### src/rtl/keyed_wdt.sv
module keyed_wdt #(
  parameter int          CW    = 16,
  parameter logic [7:0]  KEY   = 8'hA5,
  parameter int          PULSE = 16,
  localparam int         PW    = $clog2(PULSE + 1)
) (
  input  logic        clk,
  input  logic        rst_n,
  input  logic        wr_en,
  input  logic [1:0]  wr_addr,
  input  logic [31:0] wr_data,
  input  logic [1:0]  rd_addr,
  output logic [31:0] rd_data,
  output logic        irq,
  output logic        ovf_n,
  output logic        rst_req
);
  localparam logic [CW-1:0] CMAX  = '1;
  localparam logic [5:0]    CRST  = 6'b001101;
  localparam logic [PW-1:0] PLOAD = PW'(PULSE);

  logic [5:0]    ctrl;
  logic          lock;
  logic [CW-1:0] preload, cnt;
  logic [7:0]    presc, mask;
  logic          fired, ovf, kerr;
  logic [PW-1:0] pin_cnt, rst_cnt;

  wire key_ok  = wr_data[31:24] == KEY;
  wire wr_good = wr_en & key_ok;
  wire wr_bad  = wr_en & ~key_ok;
  wire do_ctrl = wr_good & (wr_addr == 2'd0) & ~lock;
  wire do_pre  = wr_good & (wr_addr == 2'd1);
  wire kick    = wr_good & (wr_addr == 2'd2);
  wire do_clr  = wr_good & (wr_addr == 2'd3);

  wire run    = ctrl[0];
  wire irq_en = ctrl[1];
  wire pin_en = ctrl[2];
  wire rst_en = ctrl[3];

  always_comb begin
    case (ctrl[5:4])
      2'd0:    mask = 8'h00;
      2'd1:    mask = 8'h07;
      2'd2:    mask = 8'h3F;
      default: mask = 8'hFF;
    endcase
  end

  wire tick = (presc & mask) == mask;
  wire fire = run & (cnt == '0) & ~fired & ~kick;

  always_ff @(posedge clk or negedge rst_n) begin
    if (!rst_n) begin
      ctrl <= CRST;
      lock <= 1'b0;
    end else if (do_ctrl) begin
      ctrl <= wr_data[5:0];
      lock <= 1'b1;
    end
  end

  always_ff @(posedge clk or negedge rst_n) begin
    if (!rst_n)      preload <= CMAX;
    else if (do_pre) preload <= wr_data[CW-1:0];
  end

  always_ff @(posedge clk or negedge rst_n) begin
    if (!rst_n) begin
      presc <= '0;
      cnt   <= CMAX;
      fired <= 1'b0;
    end else begin
      presc <= kick ? '0 : presc + 8'd1;
      if (kick)
        cnt <= preload;
      else if (run && tick && cnt != '0)
        cnt <= cnt - 1'b1;
      if (kick)      fired <= 1'b0;
      else if (fire) fired <= 1'b1;
    end
  end

  always_ff @(posedge clk or negedge rst_n) begin
    if (!rst_n) begin
      ovf  <= 1'b0;
      kerr <= 1'b0;
    end else begin
      if (fire)                    ovf <= 1'b1;
      else if (do_clr && wr_data[0]) ovf <= 1'b0;
      if (wr_bad)                  kerr <= 1'b1;
      else if (do_clr && wr_data[1]) kerr <= 1'b0;
    end
  end

  always_ff @(posedge clk or negedge rst_n) begin
    if (!rst_n) begin
      pin_cnt <= '0;
      rst_cnt <= '0;
    end else begin
      if (fire && pin_en)      pin_cnt <= PLOAD;
      else if (pin_cnt != '0)  pin_cnt <= pin_cnt - 1'b1;
      if (fire && rst_en)      rst_cnt <= PLOAD;
      else if (rst_cnt != '0)  rst_cnt <= rst_cnt - 1'b1;
    end
  end

  assign ovf_n   = pin_cnt == '0;
  assign rst_req = rst_cnt != '0;
  assign irq     = ovf & irq_en;

  always_comb begin
    case (rd_addr)
      2'd0:    rd_data = {25'd0, lock, ctrl};
      2'd1:    rd_data = 32'(preload);
      2'd2:    rd_data = 32'(cnt);
      default: rd_data = {30'd0, kerr, ovf};
    endcase
  end
endmodule


### config.mk
export PLATFORM = sky130hd
export DESIGN_NAME = keyed_wdt
export DESIGN_NICKNAME = d
export VERILOG_FILES = /design/src/rtl/keyed_wdt.sv
export SDC_FILE = /design/constraint.sdc
export NUM_CORES = 1
export LEC_CHECK = 0
export ABC_AREA = 1
export BUFFER_PORTS_ARGS = -buffer_cell sky130_fd_sc_hd__buf_2
export CAP_MARGIN = 20
export CELL_PAD_IN_SITES_DETAIL_PLACEMENT = 0
export CELL_PAD_IN_SITES_GLOBAL_PLACEMENT = 1
export CORE_MARGIN = 2
export CORE_UTILIZATION = 36
export CTS_CLUSTER_DIAMETER = 40
export DETAILED_ROUTE_END_ITERATION = 10
export PLACE_DENSITY_LB_ADDON = 0.12
export RECOVER_POWER = 50
export SYNTH_ARGS = -nofsm -noshare
export SYNTH_HDL_FRONTEND = slang
export SYNTH_SLANG_ARGS = --single-unit
### constraint.sdc
create_clock -name clk -period 1.55 [get_ports clk]
set_clock_uncertainty 0.05 [all_clocks]
set_input_delay 0.465 -clock clk [delete_from_list [all_inputs] [get_ports clk]]
set_output_delay 0.465 -clock clk [all_outputs]
set_load 0.05 [all_outputs]
# Yosys cells after proc, flatten, opt, wreduce, memory -nomap -nowiden
# Index checks and enable logic that the tools add are counted.
# Widths: inputs -> output; s select.
# op_classes
reduce_logical	20
n_bitwise	16
muxes	15
eq_ne	9
add_sub_neg	4
# op_table
op	count
$pmux 16 s3	1
$mux 16	2
$pmux 8 s3	1
$mux 5	4
$logic_not 16->1	1
$reduce_bool 16->1	1
$sub 16x1->16 const B	1
$reduce_bool 2->1	6
$and 1x1->1	11
$reduce_bool 5->1	2
$sub 5x1->5 const B	2
$add 8x1->8 const B	1
$and 8x8->8	1
$eq 2x2->1 const B	4
$eq 8x8->1	1
$eq 8x8->1 const B	1
$mux 8	1
$eq 2x1->1 const B	3
$logic_and 1x1->1	6
$logic_not 2->1	3
$mux 1	6
$logic_not 5->1	1
$not 1->1	4
# word_totals
reg_bits	60
out_inout_bits	35

# Depth between registers and ports, before layout
# Gate-level depths: netlist of run 1.
# depth
ltp_word	8
mapped_depth	11
ltp_nobuf	11

# Worst setup path after synthesis of run 1
# OpenSTA, ideal clock, no wires.
# synth_timing
path_type	in2out
start	input rd_addr[1]
end	output rd_data[10]
arrival_ns	1.930
stages	5
setup_slack_ns	-0.895
t_required_ns	1.035
cell_sequence	inv_1 nor2_1 inv_1 clkbuf_1 o21ai_0
# synth_via
elab_chain_cells	2
# synth_lines
item	line_no	text
start: declaration	12	input logic [1:0] rd_addr,
$eq 2x2->1 (tied with other cells)	114	case (rd_addr)
$pmux 16 s3 *	114	
end: declaration	13	output logic [31:0] rd_data,
# Mark *: on every way between the ends. The rest lies on a longest branch, timed or not.

# Worst setup path in the final report of run 1
# layout_timing
start	register pin_cnt[0]
end	output ovf_n
# layout_via
elab_chain_cells	1
# layout_lines
item	line_no	text
start: declaration	27	logic [PW-1:0] pin_cnt, rst_cnt;
start signal: assignment	103	else if (pin_cnt != '0) pin_cnt <= pin_cnt - 1'b1;
$logic_not 5->1	109	assign ovf_n = pin_cnt == '0;
end: declaration	15	output logic ovf_n,
# No other way between the ends.

==> results of run 1 <==
## through the flow
step / hold WS, ns / cell area (sq um) / power, mW / instances / util
floorplan: 0.119 / 3720 / 2.10 / 511 / -
global placement: 0.414 / 4480 / 2.23 / 725 / 0.460
detailed placement: 0.415 / 4480 / 2.25 / 725 / 0.460
CTS: 0.0734 / 5220 / 3.56 / 768 / 0.536
global route: 0.257 / 5590 / 3.72 / 776 / 0.574
finish: 0.261 / 5590 / 3.52 / 776 / 0.574
## final timing paths
kind | from | endpoint
max in group asynchronous | rst_n | rst_cnt[4]
min reg2reg | pin_cnt[4] | pin_cnt[4]
min in group asynchronous | rst_n | presc[1]
max | pin_cnt[0] | ovf_n
min | wr_data[14] | preload[14]
max reg2reg | cnt[1] | cnt[3]
## power groups by stage
stage | combinational, mW | sequential (mW) | clock, mW
after floorplan | 0.337 | 1.76 | 0
after global placement | 0.458 | 1.77 | 0
after detailed placement | 0.468 | 1.78 | 0
after CTS | 0.531 | 1.76 | 1.27
after global routing | 0.587 | 1.77 | 1.36
final | 0.529 | 1.76 | 1.23
## registers in the layout (all words and copies together), names as in the netlist, 5 cells and up
signal	flops
cnt	16
presc	8
pin_cnt	5
rst_cnt	5
preload	16
ctrl	6
## tightest hold or removal path, stage by stage
cell and delay, ns:
buf_2 0.09, inv_1 0.04, o21ai_1 0.06
## cell families after synthesis
kind of cell,count (synthesis),synth area share
other cells,1,0.00104
fa+ha+maj,5,0.0174
compound gates,53,0.0788
mux,1,0.00278
xor+xnor,14,0.0340
buf+inv,102,0.129
simple gates,260,0.308
flops,60,0.429
## synthesized netlist by cell type (all sizes together)
| master | n | share of area |
|---|---|---|
| nand2 | 134 | 0.14 |
| inv | 73 | 0.076 |
| nand3 | 67 | 0.097 |
| nor2 | 48 | 0.053 |
| o21ai | 43 | 0.060 |
| dfstp | 35 | 0.26 |
| buf | 25 | 0.049 |
| dfrtp | 25 | 0.17 |
| xor2 | 11 | 0.027 |
| ha | 5 | 0.017 |
| o211ai | 5 | 0.010 |
| a21oi | 4 | 0.0056 |
| clkbuf | 4 | 0.0042 |
| nand4 | 4 | 0.0069 |
| nor3 | 4 | 0.0056 |
| xnor2 | 3 | 0.0073 |
| or2 | 2 | 0.0035 |
| a21boi | 1 | 0.0031 |
| conb | 1 | 0.0010 |
| mux2i | 1 | 0.0028 |
| nand3b | 1 | 0.0021 |
## layout make-up
class                           instances  area [sq um]
Inverter                               73           303
Clock buffer                           14           153
Clock inverter                          2          10.0
Tap cell                              133           166
Timing Repair Buffer                  145          1250
Multi-Input combinational cell        349          2160
Sequential cell                        60          1550
Fill cell                             927          4140
## layer usage
metal / up-vias / wire (um) / part of all wire
met3: 18 / 394 / 0.037
met4: 0 / 214 / 0.020
met5: - / 0 / 0
li1: 1827 / - / -
met1: 1729 / 5040 / 0.47
met2: 64 / 5120 / 0.48
## timing repair
action,CTS,global route
resized for setup,110,68
pin swaps,23,26
buffers inserted,25,8
hold buffers,0,0
setup endpoints to repair,46,46
gates cloned,2,1
==> flow_summary.rst, run 1 <==
.. list-table::
   :header-rows: 1

   * - Metric
     - Value
   * - Run status
     - finished with violations
   * - Violations in the final reports
     - negative setup slack
   * - Share of total power in combinational logic
     - 0.150
   * - List of cells traversed by the critical path
     - inv_2 > ha_4 > nand2_2 > or2_4 > clkinvlp_4 > buf_8
   * - Pin count of the biggest net entering global routing
     - 61
   * - Type of destination of the critical path
     - output pin
   * - Final setup slack of the worst path
     - -0.434 ns
   * - Final hold violation count
     - 0
   * - Peak fanout along the critical path
     - 3
   * - Final Net Count
     - 682
   * - Antenna violations before repair
     - 0
   * - Final setup violating endpoints
     - 45
   * - Clock latency reported for the late side of the worst-skew pair
     - 0.35 ns
   * - Sequential group share of total power
     - 0.500
   * - Unique cell type count in the Yosys netlist
     - 29
   * - Top cell family by delay on the critical path
     - flip-flops
   * - Internal power summed over all cells
     - 2.49 mW
   * - Cell depth of the worst flop-to-flop path
     - 11
   * - Slew of the pin with the lowest slew margin
     - 0.847 ns
   * - Detailed-route vias per instance
     - 4.69
   * - Length of the first detailed-routing pass in iterations
     - 4
   * - Core footprint
     - 9730 sq um
   * - Wire length reported by the detailed router
     - 10800 um
   * - Switch share
     - 0.291
   * - Number of antenna cells inserted
     - 0
   * - Achievable Freq
     - about 500 MHz
   * - Congestion Overflow GR
     - 0
   * - CTS root buffer
     - clkbuf_8
   * - Initial Utilization
     - 0.370
   * - Worst supply voltage drop on vdd
     - 0.510 mV
   * - Unrepaired setup endpoints after global routing
     - true
   * - Area of the mapped netlist
     - 3600 sq um
   * - Layout area overhead
     - 54.9%
   * - Most frequent standard cell in the layout excluding fill and tap cells
     - nand2_1
   * - Worst Setup Start Kind
     - register
   * - HP Class
     - input pin to register
   * - Post-synthesis instance total
     - 496
   * - Die width
     - 104 um
   * - Maximum clock insertion buffer count
     - 2
   * - Cell count of the worst hold path
     - 3
   * - GR Util met3
     - 0.0432
   * - Number of violations of the max-capacitance limit
     - 0
   * - Crit path largest cell delay
     - 0.39 ns
   * - Number of routed nets with antenna violations
     - 0
   * - TritonCTS sink count
     - 60
   * - Power per cell area
     - 630 nW/um^2
   * - Total DRC errors in the routed layout
     - 0
   * - Fraction of the cycle the final worst path needs
     - 1.28
   * - Die Footprint
     - 10800 sq um
   * - Number of logic stages on the critical path including buffering
     - 6
   * - Worst slew margin relative to its limit
     - 0.436
   * - Clock input transition at the sequential cells of the worst setup and hold paths
     - 0.07 ns
   * - First-iteration detailed-routing DRC count
     - 100
   * - CP Class
     - register to output pin
   * - Synthesized flop and latch total
     - 60
   * - Number of levels the H-tree was split into
     - 3
   * - GRT met1 Usage
     - 0.274
   * - Net load switching power
     - 1.02 mW
   * - Pre-CTS setup slack
     - -0.481 ns
   * - CTS tree
     - yes
   * - Number of top-level design ports
     - 74
   * - Vias in the first global route
     - 3633
   * - Cell with the largest stage delay on the worst path
     - dfrtp_1
   * - Number of core rows
     - 36
   * - Met2 capacity usage during global routing
     - 0.337
   * - Post-Synthesis Mean Instance Area
     - 7.27 sq um
   * - Via Count
     - 3638
   * - Global-route wire length before repair
     - 17700 um
   * - Critical path buffer and inverter count
     - 3
   * - Wire per inst
     - 13.9 um
   * - Post-DP HPWL
     - 7110 um
   * - Clock share of power
     - 0.350
   * - Final weighted congestion in routability-driven placement
     - 0.842
   * - Setup slack of the most critical reg-to-reg path
     - -0.23 ns
   * - IO buf count
     - approximately 50
   * - Fraction of layout cells with a size suffix above 1
     - 0.485
   * - GRT Overall Usage
     - 0.206
   * - Endpoint arrival time on the critical path
     - 1.47 ns
   * - Fraction of the yosys area taken by sequential cells
     - 0.429
   * - Commonest non-fill, non-tap cells in the layout
     - nand2_1, buf_4, inv_1
   * - Yosys warns
     - 0
   * - TritonCTS buffer count
     - 9
   * - Leakage component of the power
     - 2.82 nW
   * - Vert. Die Dim
     - 104 um
   * - Tmin final
     - 1.98 ns
   * - Max Slew Vio Count
     - 0
   * - Setup TNS Final
     - -9.46 ns
   * - Busiest layer in global routing
     - met2
   * - Data required time of the critical path
     - 1.03 ns
No activity file was read; power rests on OpenSTA's default activity.
==> run 2, diff against run 1 <==
--- a/config.mk
+++ b/config.mk
@@ -8,10 +8,8 @@
 export ABC_AREA = 1
 export BUFFER_PORTS_ARGS = -buffer_cell sky130_fd_sc_hd__buf_2
 export CAP_MARGIN = 20
-export CELL_PAD_IN_SITES_DETAIL_PLACEMENT = 0
-export CELL_PAD_IN_SITES_GLOBAL_PLACEMENT = 1
 export CORE_MARGIN = 2
-export CORE_UTILIZATION = 36
+export CORE_UTILIZATION = 50
 export CTS_CLUSTER_DIAMETER = 40
 export DETAILED_ROUTE_END_ITERATION = 10
 export PLACE_DENSITY_LB_ADDON = 0.12
==> run 2 against run 1 <==
  * Utilization rose by 26 points
  * Global-route usage rose by 8.2 points
  * Largest power group is now clock
  * Count of clock-buffer cells in the layout fell by 4
  * Register-to-register slack got worse by 0.09 ns
  * Critical path depth did not move
  * Critical endpoint unchanged
  * Wire length rose by 24%
  * Cell count fell by 3.4%
  * Highest routed layer unchanged
  * Via count rose by 16%
  * The flow still finishes with violations (negative setup slack)
  * Critical path type unchanged
  * Flip-flop and latch count did not move
  * Setup slack got worse by 0.041 ns
==> flow_summary.rst, run 2 (synthesis results as in run 1) <==
.. list-table::
   :header-rows: 1

   * - Metric
     - Value
   * - Detailed-route vias per instance
     - 5.62 (was 4.69)
   * - Pre-CTS setup slack
     - -0.455 ns (was -0.481 ns)
   * - Die width
     - 88.9 um (was 104 um)
   * - TritonCTS sink count
     - 60 (unchanged)
   * - Post-DP HPWL
     - 6700 um (was 7110 um)
   * - Fraction of the cycle the final worst path needs
     - 1.31 (was 1.28)
   * - GRT met1 Usage
     - 0.379 (was 0.274)
   * - Max Slew Vio Count
     - 0 (unchanged)
   * - Worst supply voltage drop on vdd
     - 0.744 mV (was 0.510 mV)
   * - Number of levels the H-tree was split into
     - 3 (unchanged)
   * - Number of routed nets with antenna violations
     - 0 (unchanged)
   * - Achievable Freq
     - 494 MHz (was 504 MHz)
   * - Antenna violations before repair
     - 0 (unchanged)
   * - Most frequent standard cell in the layout excluding fill and tap cells
     - nand2_1 (unchanged)
   * - Type of destination of the critical path
     - output pin (unchanged)
   * - Pin count of the biggest net entering global routing
     - 61 (unchanged)
   * - Number of core rows
     - 30 (was 36)
   * - Post-Route Hold Slack
     - 0.260 ns (was 0.261 ns)
   * - Maximum clock insertion buffer count
     - 2 (unchanged)
   * - Worst slew margin relative to its limit
     - 0.439 (was 0.436)
   * - Cell with the largest stage delay on the worst path
     - dfrtp_1 (unchanged)
   * - Clock input transition at the sequential cells of the worst setup and hold paths
     - 0.07 ns (about the same)
   * - Number of antenna cells inserted
     - 0 (unchanged)
   * - Data required time of the critical path
     - 1.03 ns (about the same)
   * - Critical path buffer and inverter count
     - 3 (unchanged)
   * - Post-placement cell count
     - 682 (was 725)
   * - IO buf count
     - 49 (unchanged)
   * - Post-route insts no fill
     - 750 (was 776)
   * - Busiest layer in global routing
     - met2 (unchanged)
   * - Final Net Count
     - 693 (was 682)
   * - Crit path largest cell delay
     - 0.40 ns (was 0.39 ns)
   * - Run status
     - finished with violations (unchanged)
   * - Length of the first detailed-routing pass in iterations
     - 6 (was 4)
   * - Total DRC errors in the routed layout
     - 0 (unchanged)
   * - Tmin final
     - 2.03 ns (was 1.98 ns)
   * - Commonest non-fill, non-tap cells in the layout
     - nand2_1, buf_4, inv_1 (unchanged)
   * - Worst Setup Start Kind
     - register (unchanged)
   * - TritonCTS buffer count
     - 9 (unchanged)
   * - Unrepaired setup endpoints after global routing
     - true (unchanged)
   * - Core footprint
     - 6870 sq um (was 9730 sq um)
   * - Initial Utilization
     - 0.525 (was 0.370)
   * - Util after Layout
     - 0.837 (was 0.574)
   * - Met2 capacity usage during global routing
     - 0.480 (was 0.337)
   * - Slew of the pin with the lowest slew margin
     - 0.841 ns (was 0.847 ns)
   * - Clock latency reported for the late side of the worst-skew pair
     - 0.35 ns (about the same)
   * - CP Class
     - register to output pin (unchanged)
   * - Number of top-level design ports
     - 74 (unchanged)
   * - Hold-fix buffers at CTS
     - 0 (unchanged)
   * - Layout area overhead
     - 59.6% (was 54.9%)
   * - GR Util met3
     - 0.0656 (was 0.0432)
   * - HP Class
     - input pin to register (unchanged)
   * - Final weighted congestion in routability-driven placement
     - 0.903 (was 0.842)
   * - Via Count
     - 4218 (was 3638)
   * - Vias in the first global route
     - 3627 (was 3633)
   * - Wire length reported by the detailed router
     - 13300 um (was 10800 um)
   * - GRT Overall Usage
     - 0.288 (was 0.206)
   * - Peak fanout along the critical path
     - 2 (was 3)
   * - Congestion Overflow GR
     - 0 (unchanged)
   * - Violations in the final reports
     - negative setup slack (unchanged)
   * - First-iteration detailed-routing DRC count
     - 463 (was 100)
   * - Number of violations of the max-capacitance limit
     - 0 (unchanged)
   * - Top cell family by delay on the critical path
     - flip-flops (unchanged)
   * - Die Footprint
     - 7900 sq um (was 10800 sq um)
   * - Overall Power
     - 4.09 mW (was 3.52 mW)
   * - Vert. Die Dim
     - 88.9 um (was 104 um)
   * - Final setup slack of the worst path
     - -0.475 ns (was -0.434 ns)
   * - Fraction of layout cells with a size suffix above 1
     - 0.511 (was 0.485)
   * - Wire per inst
     - 17.7 um (was 13.9 um)
   * - Endpoint arrival time on the critical path
     - 1.51 ns (was 1.47 ns)
   * - Leakage component of the power
     - 2.92 nW (was 2.82 nW)
   * - List of cells traversed by the critical path
     - inv_1 > ha_2 > nand2_2 > or2_4 > clkinvlp_4 > buf_8 (was inv_2 > ha_4 > nand2_2 > or2_4 > clkinvlp_4 > buf_8)
   * - CTS tree
     - yes (unchanged)
   * - Largest registers ranked by flip-flop count
     - cnt: 16 flops, preload: 16 flops, presc: 8 flops (unchanged)
   * - CTS root buffer
     - clkbuf_8 (unchanged)
   * - Global-route wire length before repair
     - 17300 um (was 17700 um)
   * - Final hold violation count
     - 0 (unchanged)
   * - Power per cell area
     - 711 nW/um^2 (was 630 nW/um^2)
   * - Final setup violating endpoints
     - 47 (was 45)
[run 2: changes by cell type in the layout (fill, tap and decap cells not counted), sizes merged]
cell | before | now
buf | 143 | 153
bufinv | 0 | 3
clkbuf | 16 | 13
clkinv | 2 | 3
clkinvlp | 1 | 2
inv | 72 | 71
[run 2: stage by stage]
stage               area (sq um)  TNS [ns]
finish                      5750    -13.03
global route                5750    -14.48
CTS                         5290     -6.93
detailed placement          4400    -11.62
global placement            4400     -9.74
floorplan                   3720     -7.28
[run 2: metal layers]
metal	up-vias	wire, um
met1	1971	5080
li1	1842	-
met2	317	6320
met3	88	1180
met5	-	0
met4	0	719
[run 2: path summary, 6_finish.rpt]
path	from	end	slack (ns)	cells after the start
max	pin_cnt[1]	ovf_n	-0.48	6
min	wr_data[6]	preload[6]	0.26	3
max reg2reg	cnt[5]	cnt[3]	-0.32	10
min reg2reg	presc[0]	presc[0]	0.44	1
max in group asynchronous	rst_n	pin_cnt[2]	0.63	2
min in group asynchronous	rst_n	presc[1]	0.27	2
[run 2: final cells by class]
cell class | count | area [sq um]
multi-input cells | 349 | 2180
flip-flops and latches | 60 | 1550
repair buffers | 156 | 1360
fillers | 377 | 1120
inverters | 73 | 300
clock buffers | 10 | 138
well taps | 96 | 120
clock inverters | 6 | 111
[run 2: worst reg2reg max path, cell delays in order, from the launching register on]
cell and delay, ns:
dfstp_2 0.38, buf_4 0.14, nor2_1 0.25, nand2_1 0.17, nor2_2 0.12, nand2_2 0.09
buf_6 0.13, nand3_4 0.09, clkbuf_16 0.18, nand3_1 0.13, nand3_2 0.10
[run 2: timing repair]
action	CTS	global route
endpoints found under the hold margin	0	0
gates cloned	2	2
setup endpoints to repair	46	46
gates resized for setup	105	80
pin swaps	29	31
setup buffers	43	9
[run 2: where the power goes]
group | switching (mW) | total, mW | internal, mW
combinational | 0.335 | 0.534 | 0.199
sequential | 0.0849 | 1.76 | 1.67
clock | 0.690 | 1.80 | 1.11
